<file path="src/rtl/prot_range_pkg.sv">
package prot_range_pkg;
  localparam int PAGE_W     = 13;
  localparam int PAGE_SHIFT = 12;
  localparam int ADDR_W     = PAGE_W + PAGE_SHIFT;
  localparam int REG_W      = 32;
  // field positions decoded by software
  localparam int WP_BIT     = 31;
  localparam int RP_BIT     = 15;
  localparam int HI_LSB     = 16;
  localparam int LO_LSB     = 0;

  typedef struct packed {
    logic              wp;
    logic              rp;
    logic [PAGE_W-1:0] hi;
    logic [PAGE_W-1:0] lo;
  } range_cfg_t;

  function automatic range_cfg_t unpack_cfg(input logic [REG_W-1:0] w);
    range_cfg_t c;
    c.wp = w[WP_BIT];
    c.rp = w[RP_BIT];
    c.hi = w[HI_LSB +: PAGE_W];
    c.lo = w[LO_LSB +: PAGE_W];
    return c;
  endfunction

  function automatic logic [REG_W-1:0] pack_cfg(input range_cfg_t c);
    logic [REG_W-1:0] w;
    w = '0;
    w[WP_BIT] = c.wp;
    w[RP_BIT] = c.rp;
    w[HI_LSB +: PAGE_W] = c.hi;
    w[LO_LSB +: PAGE_W] = c.lo;
    return w;
  endfunction
endpackage

</file>
<file path="src/rtl/prot_range_lock.sv">
module prot_range_lock (
  input  logic clk,
  input  logic rst_n,
  input  logic lock_set,
  output logic locked
);
  logic lock_d;

  always_comb begin
    lock_d = locked | lock_set;
  end

  always_ff @(posedge clk or negedge rst_n) begin
    if (!rst_n) locked <= 1'b0;
    else        locked <= lock_d;
  end
endmodule

</file>
<file path="src/rtl/prot_range_reg.sv">
module prot_range_reg
  import prot_range_pkg::*;
(
  input  logic       clk,
  input  logic       rst_n,
  input  logic       wr_en,
  input  range_cfg_t wr_cfg,
  output range_cfg_t cfg_q
);
  range_cfg_t cfg_d;

  always_comb begin
    cfg_d = cfg_q;
    if (wr_en) cfg_d = wr_cfg;
  end

  always_ff @(posedge clk or negedge rst_n) begin
    if (!rst_n) cfg_q <= '0;
    else        cfg_q <= cfg_d;
  end
endmodule

</file>
<file path="src/rtl/prot_range_match.sv">
module prot_range_match
  import prot_range_pkg::*;
(
  input  range_cfg_t        cfg,
  input  logic [PAGE_W-1:0] page,
  input  logic              is_write,
  output logic              hit
);
  logic in_span;
  logic guard_on;

  always_comb begin
    // an inverted range (lo > hi) can never satisfy both compares
    in_span  = (page >= cfg.lo) && (page <= cfg.hi);
    guard_on = is_write ? cfg.wp : cfg.rp;
    hit      = in_span && guard_on;
  end
endmodule

</file>
<file path="src/rtl/flash_range_guard.sv">
module flash_range_guard
  import prot_range_pkg::*;
#(
  parameter int N_RANGES = 5,
  parameter int IDX_W    = 3
) (
  input  logic              clk,
  input  logic              rst_n,
  input  logic              cfg_we,
  input  logic [IDX_W-1:0]  cfg_widx,
  input  logic [REG_W-1:0]  cfg_wdata,
  input  logic [IDX_W-1:0]  cfg_ridx,
  output logic [REG_W-1:0]  cfg_rdata,
  input  logic              lock_set,
  output logic              locked,
  input  logic              req_valid,
  input  logic [ADDR_W-1:0] req_addr,
  input  logic              req_write,
  output logic              grant,
  output logic              cycle_err
);
  range_cfg_t        cfg_q [N_RANGES];
  logic [N_RANGES-1:0] wr_sel;
  logic [N_RANGES-1:0] hit;
  logic [PAGE_W-1:0] req_page;
  range_cfg_t        wr_cfg;
  logic              deny;

  assign req_page = req_addr[ADDR_W-1:PAGE_SHIFT];
  assign wr_cfg   = unpack_cfg(cfg_wdata);

  prot_range_lock u_lock (
    .clk      (clk),
    .rst_n    (rst_n),
    .lock_set (lock_set),
    .locked   (locked)
  );

  for (genvar g = 0; g < N_RANGES; g++) begin : g_range
    assign wr_sel[g] = cfg_we && !locked && (cfg_widx == IDX_W'(g));

    prot_range_reg u_reg (
      .clk    (clk),
      .rst_n  (rst_n),
      .wr_en  (wr_sel[g]),
      .wr_cfg (wr_cfg),
      .cfg_q  (cfg_q[g])
    );

    prot_range_match u_match (
      .cfg      (cfg_q[g]),
      .page     (req_page),
      .is_write (req_write),
      .hit      (hit[g])
    );
  end

  always_comb begin
    cfg_rdata = '0;
    for (int i = 0; i < N_RANGES; i++) begin
      if (cfg_ridx == IDX_W'(i)) cfg_rdata = pack_cfg(cfg_q[i]);
    end
  end

  always_comb begin
    deny      = req_valid && locked && (|hit);
    cycle_err = deny;
    grant     = req_valid && !deny;
  end
endmodule

</file>
<file path="config.mk">
export PLATFORM = sky130hd
export DESIGN_NAME = flash_range_guard
export DESIGN_NICKNAME = d
export VERILOG_FILES = /design/src/rtl/prot_range_pkg.sv /design/src/rtl/prot_range_lock.sv /design/src/rtl/prot_range_reg.sv /design/src/rtl/prot_range_match.sv /design/src/rtl/flash_range_guard.sv
export SDC_FILE = /design/constraint.sdc
export NUM_CORES = 1
export LEC_CHECK = 0
export ABC_CLOCK_PERIOD_IN_PS = 1800
export BUFFER_PORTS_ARGS = -buffer_cell sky130_fd_sc_hd__buf_2
export CAP_MARGIN = 10
export CELL_PAD_IN_SITES_DETAIL_PLACEMENT = 1
export CELL_PAD_IN_SITES_GLOBAL_PLACEMENT = 2
export CORE_MARGIN = 1.5
export CORE_UTILIZATION = 35
export DETAILED_ROUTE_END_ITERATION = 7
export PLACE_DENSITY = 0.89
export SLEW_MARGIN = 10
export SYNTH_ARGS = -nofsm -noshare
export SYNTH_HDL_FRONTEND = slang
export SYNTH_SLANG_ARGS = --single-unit
</file>
<file path="constraint.sdc">
create_clock -name clk -period 1.8 [get_ports clk]
set_input_delay 0.09 -clock clk [delete_from_list [all_inputs] [get_ports clk]]
set_output_delay 0.09 -clock clk [all_outputs]
set_load 0.02 [all_outputs]
</file>
==> results.ini, run 1 <==
[yosys]
yosysTopAreaCellShare=0.373
yosysWarnings=0
async_reset_ff_frac=1.00
yosysMostFrequentCell=inv_1
synth.largest_area_cell=dfrtp_1
synthCells=931
synth_seq_cells=141
synth.distinct_cells=53
synthFlopType=dfrtp_1
ys_top_cells_by_area=dfrtp_1 (37%), ha_1 (17%), mux2_1 (8.0%), mux4_2 (6.7%), inv_1 (6.1%)
avgSynthCellArea_um2=10.2
synth_common_cells=inv_1 (153), dfrtp_1 (141), ha_1 (130)
synth-edff-count=0
netlist_area_um2=9470
ys_seq_area_frac=0.373

[timing]
rsz0062_at_grt=yes
period_share=1.57
fin_crit_ns=2.83
slew_viol_final=0
fmax_ghz=0.353
skew_ns=0.00730
setup_viol=7
finalWorstSetupSlack_ns=-1.03
hold_viol=0

[cells_and_area]
drive_gt1_frac=0.358
fin_cells=1573
area_growth_pct=39.3
finalNetCount=1418
diodes=0
final_area_um2=13200

[routing]
num_vias=8239
drt_iter0_markers=374
drtAntennaViolNets=0
dr.pass1.iters=4
wire_per_inst_um=21.1
drc_errors=0
wl_mm=33.2
viasPerCell=5.24

[critical_path]
crit_chain=inv_1 > ha_1 > nand4_1 > nor2_1 > a211oi_2 > o211a_1 > o22a_1 > a311oi_4 > a31o_1 > buf_6
cp_num_buf_inv=2
start_kind=flop
rr_startpoint=u_lock.locked
cp-end-kind=output port
cp_top_family=compound AO/OA/AOI/OAI gates
critPathKind=flop to output port
reg2reg_to=g_range[2].u_reg.cfg_q[13]
r2r_slack_ns=0.09
crit_path_top_delay_cell=dfrtp_1
r2r_cells=5
cp.arrival_ns=2.74
crit_fanout=2
worstPathRequired_ns=1.71
slowest_delay_ns=0.36

[placement]
place_ws_ns=-0.696
dp_cells=1499
port_buffers=83
placed_area_um2=11600
post-dp-hpwl_mm=23.6
globalplace.congestion=0.862

[power]
p_leak_nw=6.61
irDropWorstVdd_v=0.000460
cellPowerDensity_nw_per_um2=683
power.total_mw=9.01

[floorplan]
dieArea_um2=28000
initial_core_util=0.354
die_h_um=167
die-width_um=167
num_rows=60
core_um2=26700
ios=104

[run]
max_cap_viol_count=0

[global_routing]
grt_pass1_vias=9345
grt_pass1_wl_mm=51.3
grt_usage=0.242
grt_max_degree=60
antenna_found_initial=0
grt.overflow.total=0

[worst_hold_path]
holdCritPathClass=input port to asynchronous set/reset pin

[cts]
cts.sinks=141
cts.clk_slew.worst_paths_ns=0.07
cts_buffer_depth=2
cts_tree=done
clock_latency_ns=0.43
numCtsBuffers=17
cts_root_buf=clkbuf_16
cts_max_level=4

[status]
status=finished with violations
violations=negative setup slack

-- per-stage QoR --
step | util | hold slack, ns | TNS (ns)
CTS | 0.480 | 0.0485 | -2.05
global route | 0.493 | 0.0573 | -3.15
detailed placement | 0.435 | -0.0540 | -1.32
finish | 0.493 | 0.0614 | -2.20
floorplan | - | -0.206 | -0.420
global placement | 0.435 | -0.0523 | -1.12
-- logic make-up (layout without fill, tap and decap cells) --
logic type | after synthesis | count (layout) | share of synthesized area
other cells | 1 | 4 | 0.000396
mux | 125 | 125 | 0.181
simple gates | 170 | 170 | 0.0841
flops | 141 | 141 | 0.373
buf+inv | 186 | 484 | 0.0778
compound gates | 178 | 178 | 0.112
fa+ha+maj | 130 | 130 | 0.172
-- flip-flops by register name, indices dropped and copies added, names as in the netlist --
name / count
u_lock.locked: 1
g_range.u_reg.cfg_q: 140
-- how the worst max path moves through the flow --
| stage | end | from | depth (start not counted) | slack, ns |
|---|---|---|---|---|
| finish | grant | g_range[2].u_reg.cfg_q[17] | 10 | -1.03 |
| global route | grant | g_range[2].u_reg.cfg_q[17] | 10 | -1.14 |
| CTS | grant | g_range[2].u_reg.cfg_q[2] | 10 | -1.00 |
| detailed placement | grant | g_range[4].u_reg.cfg_q[6] | 11 | -0.70 |
| global placement | grant | g_range[4].u_reg.cfg_q[6] | 11 | -0.60 |
| floorplan | grant | g_range[2].u_reg.cfg_q[2] | 9 | -0.23 |
-- layer usage --
metal | share of wire | wire length (um) | global-route usage | vias to the layer above
li1 | - | - | - | 3836
met1 | 0.42 | 13900 | 0.293 | 4154
met2 | 0.51 | 17000 | 0.427 | 180
met3 | 0.035 | 1150 | 0.0338 | 69
met4 | 0.035 | 1180 | 0.108 | 0
met5 | 0 | 0 | 0 | -
-- final cells by class --
class,instances,area [um^2]
fill,2959,13500
multi-input combinational,607,5540
sequential,141,3530
timing repair buffer,299,2530
inverter,153,574
clock buffer,20,447
tap,341,427
clock inverter,12,138
-- repair_timing --
| item | 4_1_cts | 5_1_grt |
|---|---|---|
| buffers inserted | 13 | 15 |
| hold endpoints to repair | 278 | 0 |
| pin swaps | 15 | 20 |
| resized for setup | 119 | 74 |
| hold buffers | 30 | 0 |
| endpoints found under the setup margin | 27 | 42 |
-- report_power, final --
| group | total [mW] | switching, mW | internal (mW) |
|---|---|---|---|
| clock | 3.58 | 1.49 | 2.09 |
| sequential | 3.40 | 0.0904 | 3.31 |
| combinational | 2.03 | 1.06 | 0.970 |
-- cells in the final DEF, fill, tap and decap left out, types with 5 or more instances in the layout --
cell type / instances
buf_4: 147
dfrtp_1: 141
inv_1: 126
ha_1: 124
nand2_1: 97
mux2_1: 67
o21ai_1: 58
buf_2: 56
buf_6: 54
a21oi_1: 35
dlygate4sd3_1: 30
mux4_2: 28
inv_2: 27
mux2_2: 26
o21ai_2: 19
nand4_1: 19
a21o_1: 18
clkbuf_16: 17
nand3_1: 15
nor2_1: 13
buf_12: 12
o21ai_0: 6
a211oi_2: 6
ha_4: 6
clkinvlp_4: 5
Note: power is estimated with default switching activity, not from simulation.
==> run 2, diff against run 1 <==
--- a/config.mk
+++ b/config.mk
@@ -15,3 +15,3 @@
 export DETAILED_ROUTE_END_ITERATION = 7
-export PLACE_DENSITY = 0.89
+export PLACE_DENSITY = 0.85
 export SLEW_MARGIN = 10
@@ -20 +20,2 @@
 export SYNTH_SLANG_ARGS = --single-unit
+export TNS_END_PERCENT = 10
==> constraint.sdc (replaced) <==
create_clock -name clk -period 1.8 [get_ports clk]
set_input_delay 0.18 -clock clk [delete_from_list [all_inputs] [get_ports clk]]
set_output_delay 0.18 -clock clk [all_outputs]
set_load 0.02 [all_outputs]
==> run 2 against run 1 <==
  * The run still ends with negative setup slack left
  * Global-route usage increased by 0.22 points
  * Worst setup slack worse by 0.060 ns
  * Sequential cell count is the same
  * Critical endpoint unchanged
  * Largest power group is now sequential cells
==> results.ini, run 2 (synthesis results as in run 1) <==
[critical_path]
worstPathRequired_ns=1.62  ; -0.09 ns
setup.worst_path.start=g_range[0].u_reg.cfg_q[20]
crit_fanout=2  ; unchanged
slowest_delay_ns=0.36  ; about the same
cp-end-kind=output port
cp.arrival_ns=2.71  ; -0.03 ns
cp_num_buf_inv=4  ; +2
cp_top_family=compound AO/OA/AOI/OAI gates
crit_path_top_delay_cell=dfrtp_1
rr_startpoint=u_lock.locked
crit_chain=inv_1 > ha_1 > nand4_1 > buf_4 > a311oi_2 > a2111oi_2 > a41o_1 > a311oi_2 > buf_4 > a31o_1 > buf_6
critPathKind=flop to output port
start_kind=flop

[routing]
wire_per_inst_um=21.5  ; +1.6%
num_vias=8092  ; -1.8%
dr.pass1.iters=5  ; +1
viasPerCell=5.27  ; +0.58%
wl_mm=33.0  ; -0.81%
drt_iter0_markers=481  ; +29%
drtAntennaViolNets=0  ; unchanged
drc_errors=0  ; unchanged

[cts]
cts_buffer_depth=2  ; unchanged
cts.sinks=141  ; unchanged
cts_tree=done
cts_root_buf=clkbuf_16
clock_latency_ns=0.43  ; about the same
cts.clk_slew.worst_paths_ns=0.07  ; about the same
cts_max_level=4  ; unchanged
numCtsBuffers=17  ; unchanged

[timing]
setup_viol=26  ; +19
fin_crit_ns=2.89  ; +0.0601 ns
whs_ns=0.0177  ; -0.0437 ns
slew_viol_final=0  ; unchanged
tightestPinTransition_ns=0.515
period_share=1.61  ; +0.0334
hold_viol=0  ; unchanged
skew_ns=0.00661  ; -0.000697 ns
finalWorstSetupSlack_ns=-1.09  ; -0.0601 ns
rsz0062_at_grt=yes
fmax_ghz=0.346  ; -2.1%
max_slew_margin=0.647

[placement]
post-dp-hpwl_mm=24.3  ; +3.2%
globalplace.congestion=0.866  ; +0.48%
port_buffers=83  ; unchanged

[cells_and_area]
area_growth_pct=32.5
diodes=0  ; unchanged
final_util=0.469  ; -0.0241
drive_gt1_frac=0.341  ; -0.0174
largest_register=g_range.u_reg.cfg_q
largest_reg_flops=140  ; unchanged
final_cell_mix=buf_4 (156), dfrtp_1 (140), inv_1 (137), ha_1 (120), nand2_1 (98)
finalNetCount=1383  ; -2.5%
final_common_cell=buf_4
top_regs=g_range.u_reg.cfg_q (140), u_lock.locked (1)

[global_routing]
grt_pass1_vias=8974  ; -4.0%
grt_max_degree=53  ; -12%
grt_usage=0.244  ; +0.00219
grt.overflow.total=0  ; unchanged
antenna_found_initial=0  ; unchanged
grt_pass1_wl_mm=51.4  ; +0.12%

[floorplan]
initial_core_util=0.354  ; unchanged
ios=104  ; unchanged
dieArea_um2=28000  ; unchanged
die-width_um=167  ; unchanged
die_h_um=167  ; unchanged
num_rows=60  ; unchanged
core_um2=26700  ; unchanged

[status]
status=finished with violations
violations=negative setup slack

[power]
power.total_mw=8.53  ; -5.3%
p_int_mw=5.95  ; -6.6%
cellPowerDensity_nw_per_um2=680  ; -0.42%
p_sw_frac=0.303  ; +0.00994
clockPowerShare=0.381  ; -0.017
irDropWorstVdd_v=0.000622  ; +35%
power_frac_comb=0.221  ; -0.004
p_leak_nw=6.36  ; -3.8%
power_frac_seq=0.398  ; +0.021
netSwitchingPower_mw=2.59  ; -2.1%

[worst_hold_path]
hp-start=cfg_wdata[10]
holdCritPathClass=input port to flop

[run]
max_cap_viol_count=0  ; unchanged

==> run 2: cell types whose count changed in the layout (fill, tap and decap cells not counted), moves of 16 or more <==
| cell | change |
|---|---|
| buf_2 | +20 |
| buf_6 | -35 |
| dlygate4sd3_1 | -28 |
| o21ai_1 | +21 |
| o21ai_2 | -16 |
==> run 2: power groups by stage <==
stage / Clock, mW / Combinational, mW / Sequential [mW]
5_1_grt: 3.43 / 2.06 / 3.41
6_report: 3.25 / 1.88 / 3.40
3_3_place_gp: 0 / 1.66 / 3.44
4_1_cts: 3.31 / 1.81 / 3.40
3_5_place_dp: 0 / 1.72 / 3.45
2_1_floorplan: 0 / 0.849 / 3.42
==> run 2: per-stage QoR <==
stage / std cells / worst slack, ns / TNS, ns / instance area [um^2]
after global placement: 1497 / -0.744 / -1.45 / 11600
final: 1536 / -1.09 / -4.45 / 12500
after floorplan: 934 / -0.316 / -0.600 / 9490
after global routing: 1536 / -1.24 / -6.02 / 12500
after CTS: 1533 / -1.11 / -4.83 / 12400
after detailed placement: 1497 / -0.752 / -1.49 / 11600
==> run 2: metal layers <==
metal | part of all wire | wire (um) | GRT usage | vias to the layer above
li1 | - | - | - | 3766
met1 | 0.44 | 14600 | 0.314 | 4091
met2 | 0.49 | 16200 | 0.415 | 181
met3 | 0.036 | 1190 | 0.0388 | 54
met4 | 0.030 | 975 | 0.0881 | 0
met5 | 0 | 0 | 0 | -
==> run 2: worst register-to-register path, stage by stage, from the launching register on <==
cell and delay (ns):
dfrtp_2 0.45, nor3b_4 0.29, nand2_1 0.14, nor2_4 0.12
buf_12 0.21, mux2_2 0.37
==> run 2: layout make-up <==
| class | count | area, um^2 |
|---|---|---|
| repair buffers | 264 | 2000 |
| multi-input cells | 607 | 5500 |
| clock buffers | 19 | 443 |
| well taps | 341 | 427 |
| inverters | 153 | 574 |
| fillers | 3005 | 14200 |
| clock inverters | 11 | 72.6 |
| flip-flops and latches | 141 | 3530 |
==> run 2: repair_timing <==
item	CTS	global route
hold endpoints to repair	38	0
pin swaps	14	17
gates resized for setup	68	44
hold buffers	2	0
buffers inserted	4	5
endpoints found under the setup margin	27	45
==> run 2: worst paths after layout <==
check	endpoint	slack (ns)	depth (start not counted)
min in group asynchronous	g_range[4].u_reg.cfg_q[24]	0.23	2
setup reg to reg	g_range[1].u_reg.cfg_q[27]	0.11	5
hold / removal	g_range[2].u_reg.cfg_q[10]	0.02	3
setup / recovery	grant	-1.09	11
hold reg to reg	g_range[2].u_reg.cfg_q[26]	0.51	1
max in group asynchronous	g_range[0].u_reg.cfg_q[3]	0.91	3
